--- src/rtl/tt_flag_pkg.sv ---
// Shared widths, flag positions and decoded-field type for the teletext
// packet event flag detector. Assumes Hamming 8/4 protected nibbles.
package tt_flag_pkg;
    localparam int BYTE_W    = 8;
    localparam int NIB_W     = 4;
    localparam int MAG_W     = 3;
    localparam int ROW_W     = 5;
    localparam int NUM_FLAGS = 2;
    localparam int NUM_BYTES = 4;

    // Flag bit positions as seen by software
    localparam int FLAG_BSD  = 0;
    localparam int FLAG_FT   = 1;

    // Byte slots of the incoming header
    localparam int SLOT_LO   = 0;
    localparam int SLOT_HI   = 1;
    localparam int SLOT_EXT  = 2;
    localparam int SLOT_DES  = 3;

    // One decoded nibble plus its usability indication
    typedef struct packed {
        logic [NIB_W-1:0] data;
        logic             ok;
    } ham_res_t;
endpackage

--- src/rtl/ham84_decode.sv ---
// Combinational Hamming 8/4 decoder.
// Data bits are at byte bits 1,3,5,7. Four odd-parity groups give a
// three-bit locator syndrome plus an overall check. A single flipped bit
// is corrected. A double flip is flagged as unusable.
module ham84_decode
    import tt_flag_pkg::*;
(
    input  logic [BYTE_W-1:0] code,
    output ham_res_t          res
);
    logic       grp_a, grp_b, grp_c, grp_all;
    logic [2:0] syn;
    logic [NIB_W-1:0] raw;
    logic [NIB_W-1:0] flip;

    // Parity groups: a group is good when its parity is odd
    always_comb begin
        grp_a   = ^{code[0], code[1], code[5], code[7]};
        grp_b   = ^{code[1], code[2], code[3], code[7]};
        grp_c   = ^{code[1], code[3], code[4], code[5]};
        grp_all = ^code;
        syn     = {~grp_c, ~grp_b, ~grp_a};
        raw     = {code[7], code[5], code[3], code[1]};
    end

    // Locate and correct a single error, or flag a double error
    always_comb begin
        flip = '0;
        if (grp_all) begin
            res.ok = (syn == 3'b000);
        end else begin
            res.ok = 1'b1;
            case (syn)
                3'b111:  flip[0] = 1'b1;
                3'b110:  flip[1] = 1'b1;
                3'b101:  flip[2] = 1'b1;
                3'b011:  flip[3] = 1'b1;
                default: flip    = '0;
            endcase
        end
        res.data = raw ^ flip;
    end
endmodule

--- src/rtl/pkt_match.sv ---
// Matches decoded header fields against the trigger packets of the active
// line standard. Produces one-cycle event pulses, gated by the valid strobe.
// Assumes field value 0 in the magazine slot means magazine 8.
module pkt_match
    import tt_flag_pkg::*;
#(
    parameter int ROW_BSD     = 30,
    parameter int ROW_FT      = 27,
    parameter int MAG_BSD_625 = 8,
    parameter int MAG_BSD_525 = 4,
    parameter int DES_FT      = 0,
    parameter int EXT_FT_525  = 0
) (
    input  logic                 pkt_valid,
    input  logic                 mode_525,
    input  ham_res_t             lo,
    input  ham_res_t             hi,
    input  ham_res_t             ext,
    input  ham_res_t             des,
    output logic [NUM_FLAGS-1:0] hit
);
    localparam logic [ROW_W-1:0] ROW_BSD_V = ROW_W'(ROW_BSD);
    localparam logic [ROW_W-1:0] ROW_FT_V  = ROW_W'(ROW_FT);
    localparam logic [NIB_W-1:0] MAG625_V  = NIB_W'(MAG_BSD_625);
    localparam logic [NIB_W-1:0] MAG525_V  = NIB_W'(MAG_BSD_525);
    localparam logic [NIB_W-1:0] DES_V     = NIB_W'(DES_FT);
    localparam logic [NIB_W-1:0] EXT_V     = NIB_W'(EXT_FT_525);

    logic [MAG_W-1:0] mag_field;
    logic [NIB_W-1:0] mag_num;
    logic [ROW_W-1:0] row;
    logic             addr_ok;
    logic             bsd_mag;
    logic             ft_ext;

    // Field assembly and magazine renumbering
    always_comb begin
        mag_field = lo.data[MAG_W-1:0];
        mag_num   = (mag_field == '0) ? NIB_W'(8) : {1'b0, mag_field};
        row       = {hi.data, lo.data[NIB_W-1]};
        addr_ok   = lo.ok && hi.ok;
    end

    // Standard-dependent qualifiers
    always_comb begin
        bsd_mag = mode_525 ? (mag_num == MAG525_V) : (mag_num == MAG625_V);
        ft_ext  = !mode_525 || (ext.ok && ext.data == EXT_V);
    end

    // Event pulses
    always_comb begin
        hit           = '0;
        hit[FLAG_BSD] = pkt_valid && addr_ok && (row == ROW_BSD_V) && bsd_mag;
        hit[FLAG_FT]  = pkt_valid && addr_ok && (row == ROW_FT_V)
                        && des.ok && (des.data == DES_V) && ft_ext;
    end
endmodule

--- src/rtl/sticky_flag.sv ---
// One software-clearable sticky status bit. A set wins over a clear that
// arrives in the same cycle.
module sticky_flag (
    input  logic clk,
    input  logic rst_n,
    input  logic set,
    input  logic clr,
    output logic q
);
    // Set has priority, then clear, else hold
    always_ff @(posedge clk) begin
        if (!rst_n)   q <= 1'b0;
        else if (set) q <= 1'b1;
        else if (clr) q <= 1'b0;
    end
endmodule

--- src/rtl/pkt_flag_detect.sv ---
// Top of the teletext packet event flag detector.
// Decodes the four Hamming-coded header bytes, matches the trigger packets
// of the selected line standard and keeps one sticky flag per event.
// Assumes each header is presented for one cycle with pkt_valid.
module pkt_flag_detect
    import tt_flag_pkg::*;
(
    input  logic                 clk,
    input  logic                 rst_n,
    input  logic                 pkt_valid,
    input  logic                 mode_525,
    input  logic [BYTE_W-1:0]    addr_lo_ham,
    input  logic [BYTE_W-1:0]    addr_hi_ham,
    input  logic [BYTE_W-1:0]    ext_ham,
    input  logic [BYTE_W-1:0]    desig_ham,
    input  logic                 sw_wr,
    input  logic [NUM_FLAGS-1:0] sw_wdata,
    output logic [NUM_FLAGS-1:0] flags
);
    logic [BYTE_W-1:0]    code_arr [NUM_BYTES];
    ham_res_t             dec_arr  [NUM_BYTES];
    logic [NUM_FLAGS-1:0] hit_vec;

    // Gather the coded bytes into slot order
    always_comb begin
        code_arr[SLOT_LO]  = addr_lo_ham;
        code_arr[SLOT_HI]  = addr_hi_ham;
        code_arr[SLOT_EXT] = ext_ham;
        code_arr[SLOT_DES] = desig_ham;
    end

    for (genvar b = 0; b < NUM_BYTES; b++) begin : g_dec
        ham84_decode i_dec (
            .code (code_arr[b]),
            .res  (dec_arr[b])
        );
    end

    pkt_match i_match (
        .pkt_valid (pkt_valid),
        .mode_525  (mode_525),
        .lo        (dec_arr[SLOT_LO]),
        .hi        (dec_arr[SLOT_HI]),
        .ext       (dec_arr[SLOT_EXT]),
        .des       (dec_arr[SLOT_DES]),
        .hit       (hit_vec)
    );

    for (genvar f = 0; f < NUM_FLAGS; f++) begin : g_flag
        sticky_flag i_flag (
            .clk   (clk),
            .rst_n (rst_n),
            .set   (hit_vec[f]),
            .clr   (sw_wr && !sw_wdata[f]),
            .q     (flags[f])
        );
    end
endmodule

--- config.mk ---
export PLATFORM = sky130hd
export DESIGN_NAME = pkt_flag_detect
export DESIGN_NICKNAME = d
export VERILOG_FILES = /design/src/rtl/tt_flag_pkg.sv /design/src/rtl/ham84_decode.sv /design/src/rtl/pkt_match.sv /design/src/rtl/sticky_flag.sv /design/src/rtl/pkt_flag_detect.sv
export SDC_FILE = /design/constraint.sdc
export NUM_CORES = 1
export LEC_CHECK = 0
export ABC_AREA = 1
export ABC_CLOCK_PERIOD_IN_PS = 2000
export CORE_MARGIN = 2
export CORE_UTILIZATION = 49
export DETAILED_ROUTE_END_ITERATION = 8
export PLACE_DENSITY = 0.79
export SKIP_LAST_GASP = 1
export SYNTH_ARGS = -nofsm -noshare
export SYNTH_HDL_FRONTEND = slang
export SYNTH_HIERARCHICAL = 1
export SYNTH_SLANG_ARGS = --single-unit
--- constraint.sdc ---
create_clock -name clk -period 2 [get_ports clk]
set_clock_uncertainty 0.1 [all_clocks]
set_input_delay 0.6 -clock clk [delete_from_list [all_inputs] [get_ports clk]]
set_output_delay 0.6 -clock clk [all_outputs]
set_load 0.01 [all_outputs]
==> After elaboration in Yosys (flattened, before gate mapping) <==
Index checks and enable logic that the tools add are counted.
{ "op_classes": {"n_lt_le_gt_ge": 0, "n_mux": 30, "reduce_logical": 40, "div": 0, "eq_ne": 20, "addsub": 0, "shift": 0, "n_mul": 0, "bitwise": 16} }
{ "ops": {"columns": ["cell", "count"], "rows": [
  ["parity 4 bit", 12],
  ["equality test 3 bit, second input constant", 12],
  ["parity 8 bit", 4],
  ["two-way mux 1 bit", 25],
  ["two-way mux 4 bit", 5],
  ["XOR 4 bit", 4],
  ["logical NOT 3 bit", 5],
  ["equality test 3 x 2 -> 1 bit, second input constant", 4],
  ["NOT 1 bit", 12],
  ["logical AND 1 bit", 11],
  ["equality test 5 bit, second input constant", 2],
  ["logical NOT 4 bit", 2],
  ["equality test 4 x 3 -> 1 bit, second input constant", 1],
  ["equality test 4 bit, second input constant", 1],
  ["nonzero test 2 bit", 2],
  ["logical NOT 1 bit", 3],
  ["logical OR 1 bit", 1]
]} }
{ "totals": {"ramBits": 0, "latchBits": 0, "reg_bits": 2, "input_bits": 39, "romBits": 0, "wordCells": 108, "mem_count": 0} }

==> Depth between registers and ports, before layout <==
{ "depth": {"word_depth": 12, "depth_mapped": 20, "mapped_depth_nobuf": 19} }

==> By module <==
Netlist, hierarchy kept.
{ "modules_own_cells": {"columns": ["module", "seq_area_each_um2", "area_per_inst_um2", "cells_per_inst", "n_inst"], "rows": [
  ["ham84_decode", 0.0, 470.5, 100, 4],
  ["pkt_match", 0.0, 118.9, 27, 1],
  ["sticky_flag", 20.0, 43.8, 6, 2],
  ["pkt_flag_detect", 0.0, 11.3, 3, 1]
]} }

==> Worst setup path after synthesis <==
OpenSTA, ideal clock, no wires.
{ "synth_path": {"path_kind": "input port to flip-flop", "from": "input addr_hi_ham[3]", "to": "register g_flag[1].i_flag.q", "slack_ns": -0.022, "arrival_time_ns": 1.856, "cell_stages": 16, "path_cell_list": "buf_6 > xnor2_2 > inv_2 > nand2_1 > nand2_2 > nor2_2 > nand3_1 > nand2_1 > inv_1 > nor2_1 > nand2_1 > nor2_1 > nand2_1 > nor2_2 > inv_1 > a21oi_2"} }
{ "synth_rtl": {"columns": ["item", "line_no", "rtl"], "rows": [
  ["start, declared", "pkt_flag_detect.sv:13", "input logic [BYTE_W-1:0] addr_hi_ham,"],
  ["end signal, assigned", "sticky_flag.sv:12", "if (!rst_n) q <= 1'b0;"],
  ["end signal, assigned", "sticky_flag.sv:13", "else if (set) q <= 1'b1;"],
  ["end signal, assigned", "sticky_flag.sv:14", "else if (clr) q <= 1'b0;"],
  ["end, declared", "sticky_flag.sv:8", "output logic q"]
]} }

==> flow_summary_export.csv <==
group,metric,value,unit
status,status,"finished, violations left",
status,violations,"negative setup slack",
sta,period_needed,2.242,ns
sta,setup_ws,-0.2417,ns
synth,ys_warn_count,6,
placed_design,gp_congestion,0.8541,
detailed_routing,drtIter0Drc,305,
floorplan,rows,23,
detailed_routing,post-route-drc-count,0,
synth,syn-num-nets,481,
global_routing,grt_max_degree,9,
critical_path,critical_path_required,2.04,ns
critical_path,worstPathCellList,"buf_2 -> buf_8 -> inv_8 -> nand2_1 -> nand2_1 -> nand2_1 -> nand2_2 -> nand2_4 -> nor2_4 -> nand2_1 -> nand2_1 -> nand2_1 -> nor2_1 -> nand3_1 -> nand2_1 -> inv_1 -> nor2_2 -> inv_1 -> a21oi_2",
power_and_ir_drop,p_per_area,343.9,nW/um2
job,max_cap_violations,0,
synth,yosysSeqAreaShare,1.907,%
synth,netlist_area,2100,um2
worst_hold_path,holdPathEnd,"g_flag[0].i_flag/q$_SDFFE_PN0P_",
final_layout,largest_register_ffs,2,
synth,yosysTopAreaCell,"nand2_1",
clock_tree,clk_pin_slew,0.03,ns
detailed_routing,final_antenna_net_count,0,
synth,synth_top_family_by_area,"simple AND/OR/NAND/NOR gates",
global_routing,grt_pass1_wl,10650,um
final_layout,layout-drive-gt1-share,56.53,%
final_layout,final_core_util,87.60,%
clock_tree,hold_buffers,0,
synth,synth_edf_count,0,
critical_path,reg2reg_slack,1.21,ns
detailed_routing,drt_pre_antenna_iters,5,
synth,synth_xor_xnor_area_share,5.185,%
detailed_routing,wl_per_cell,15.33,um
detailed_routing,routed_via_density,5.594,
floorplan,io_pins,41,
synth,synth.area.mux_share,0,%
detailed_routing,drt_wl_total,8985,um
synth,yosys.area_share.adder,0,%
critical_path,worstPathMaxFanout,7,
critical_path,start_kind,"primary input",
final_layout,final_nets,577,
synth,yosysMostFrequentCell,"nand2_1",
critical_path,crit_top_cell,"nand2_1",
sta,tns,-0.4662,ns
floorplan,die_y,69.46,um
synth,syn_avg_cell_area,4.750,um2
synth,yosysTopAreaCellShare,46.84,%
worst_hold_path,hold_depth,2,
clock_tree,cts-root-buf,"clkbuf_8",
synth,async_reset_ff_share,0,%
synth,ys_types,18,
final_layout,largestRegisters,"g_flag.i_flag/q x2",
clock_tree,cts.sinks,2,
synth,syn_inst,442,
final_layout,syn2layout_area_growth,69.31,%
synth,synth_common_cells,"262 x nand2_1, 36 x nand2_2, 35 x inv_1",
global_routing,track_usage,25.56,%
global_routing,grt_antenna_before_repair,0,
sta,max-slew-margin-rel,86.05,%
critical_path,worstReg2RegStart,"g_flag[1].i_flag/q$_SDFFE_PN0P_",
detailed_routing,vias,3278,
placed_design,hpwl,4428,um
clock_tree,tritoncts,"built",
floorplan,core_area,4058,um2
clock_tree,cts-htree-levels,1,
sta,worst_pin_slew,0.2082,ns
floorplan,die-area,4824,um2
power_and_ir_drop,p_leak,0.001924,uW
synth,synth_compound_area_share,0.8343,%
sta,setup_viol,2,
critical_path,cp_slowest_cell,"a21oi_2",
critical_path,reg2reg_to,"g_flag[1].i_flag/q$_SDFFE_PN0P_",
sta,fin_hold_ws,0.4426,ns
synth,synth-seq-cells,2,
synth,synthSimpleGateAreaFrac,77.00,%
critical_path,rr_worst_depth,2,
final_layout,regMostFlops,"g_flag.i_flag/q",
clock_tree,clock_path_buffers,2,
sta,timing.final.crit_share,112.1,%
worst_hold_path,hp-class,"flop to flop",
critical_path,crit_type,"primary input to flop",
worst_hold_path,worstHoldStart,"g_flag[0].i_flag/q$_SDFFE_PN0P_",
placed_design,io_buffers,40,
final_layout,fill_cells,232,
clock_tree,cts_buffers,3,
sta,grt_setup_unrepaired,"true",
power_and_ir_drop,vdd_ir_drop_max,0.2280,mV
sta,drv_slew,0,
clock_tree,clk_latency,0.22,ns
global_routing,grt-ovfl-total,0,
critical_path,critical-path-max-stage-delay,0.15,ns
synth,synth_ff_type,"dfxtp_1",
floorplan,start_util,51.74,%
synth,synth.area.top_cells,"nand2_1 47%, nand2_2 11%, inv_1 6.3%",
critical_path,endpoint_kind,"flop",
sta,clock.fmax,0.4461,GHz
global_routing,grt_pass1_vias,2696,
final_layout,diodes,0,
critical_path,cp.arrival,2.28,ns
sta,hold_violations,0,
floorplan,die_w,69.46,um
==> logic make-up after synthesis <==
family	count (synthesis)
buf+inv	63
compound gates	2
flops	2
xor+xnor	9
simple gates	366
==> through the flow <==
step	setup slack [ns]	total power (uW)	cells	instance area (um2)
after floorplan	-0.003676	499.6	442	2138
after global placement	-0.7152	713.6	563	2808
after detailed placement	-0.7414	730.7	563	2808
after CTS	-0.1018	975.4	582	3110
after global routing	-0.3640	1299	586	3555
final	-0.2417	1222	586	3555
==> critical path, delay by kind of cell <==
family | cells | cell delay [ns]
and+or+nand+nor | 13 | 1.10
buffers and inverters | 5 | 0.42
AOI/OAI and AO/OA | 1 | 0.15
==> power by group <==
part / switching, uW / leakage [uW] / internal [uW]
clock network: 40.7 / 0.0000216 / 128
registers: 0.0155 / 0.0000161 / 40.2
logic: 607 / 0.00189 / 406
total: 648 / 0.00192 / 575
==> placed cells by master, fill, tap and decap left out, types with 8 or more instances in the layout <==
cell / instances
inv_2: 20
buf_2: 13
nand2_2: 103
nor2_2: 10
buf_6: 10
nor2_1: 8
nand2_1: 169
inv_1: 21
nor2_4: 9
nand2_4: 28
nand3_2: 10
clkdlybuf4s50_1: 8
nand3_1: 20
buf_4: 55
==> metal layers <==
layer / global-route usage [%] / vias up / routed length (um)
met5: 0 / - / 0
met4: 8.932 / 0 / 632
met3: 1.453 / 59 / 581
met2: 48.61 / 210 / 4513
met1: 29.87 / 1491 / 3257
li1: - / 1518 / -
==> area by class of cell <==
class | count | area, um2 | share of cell area, %
Tap cell | 50 | 62.56 | 1.760
Clock buffer | 3 | 41.29 | 1.162
Inverter | 55 | 271.5 | 7.638
Sequential cell | 2 | 40.04 | 1.126
Multi-Input combinational cell | 377 | 2328 | 65.50
Timing Repair Buffer | 99 | 810.8 | 22.81
==> how the worst max path moves through the flow <==
stage,startpoint,end,depth (start not counted)
3_3_place_gp,desig_ham[1],g_flag[1].i_flag/q$_SDFFE_PN0P_,19
4_1_cts,desig_ham[3],g_flag[1].i_flag/q$_SDFFE_PN0P_,19
3_5_place_dp,desig_ham[1],g_flag[1].i_flag/q$_SDFFE_PN0P_,17
6_report,ext_ham[1],g_flag[1].i_flag/q$_SDFFE_PN0P_,19
5_1_grt,ext_ham[1],g_flag[1].i_flag/q$_SDFFE_PN0P_,19
2_1_floorplan,addr_hi_ham[3],g_flag[1].i_flag/q$_SDFFE_PN0P_,16
==> what timing repair did <==
| item | 4_1_cts | 5_1_grt |
|---|---|---|
| endpoints found under the setup margin | 2 | 2 |
| pin swaps | 89 | 90 |
| resized for setup | 176 | 156 |
| buffers inserted | 16 | 6 |
Power figures use the tool's default switching activity.
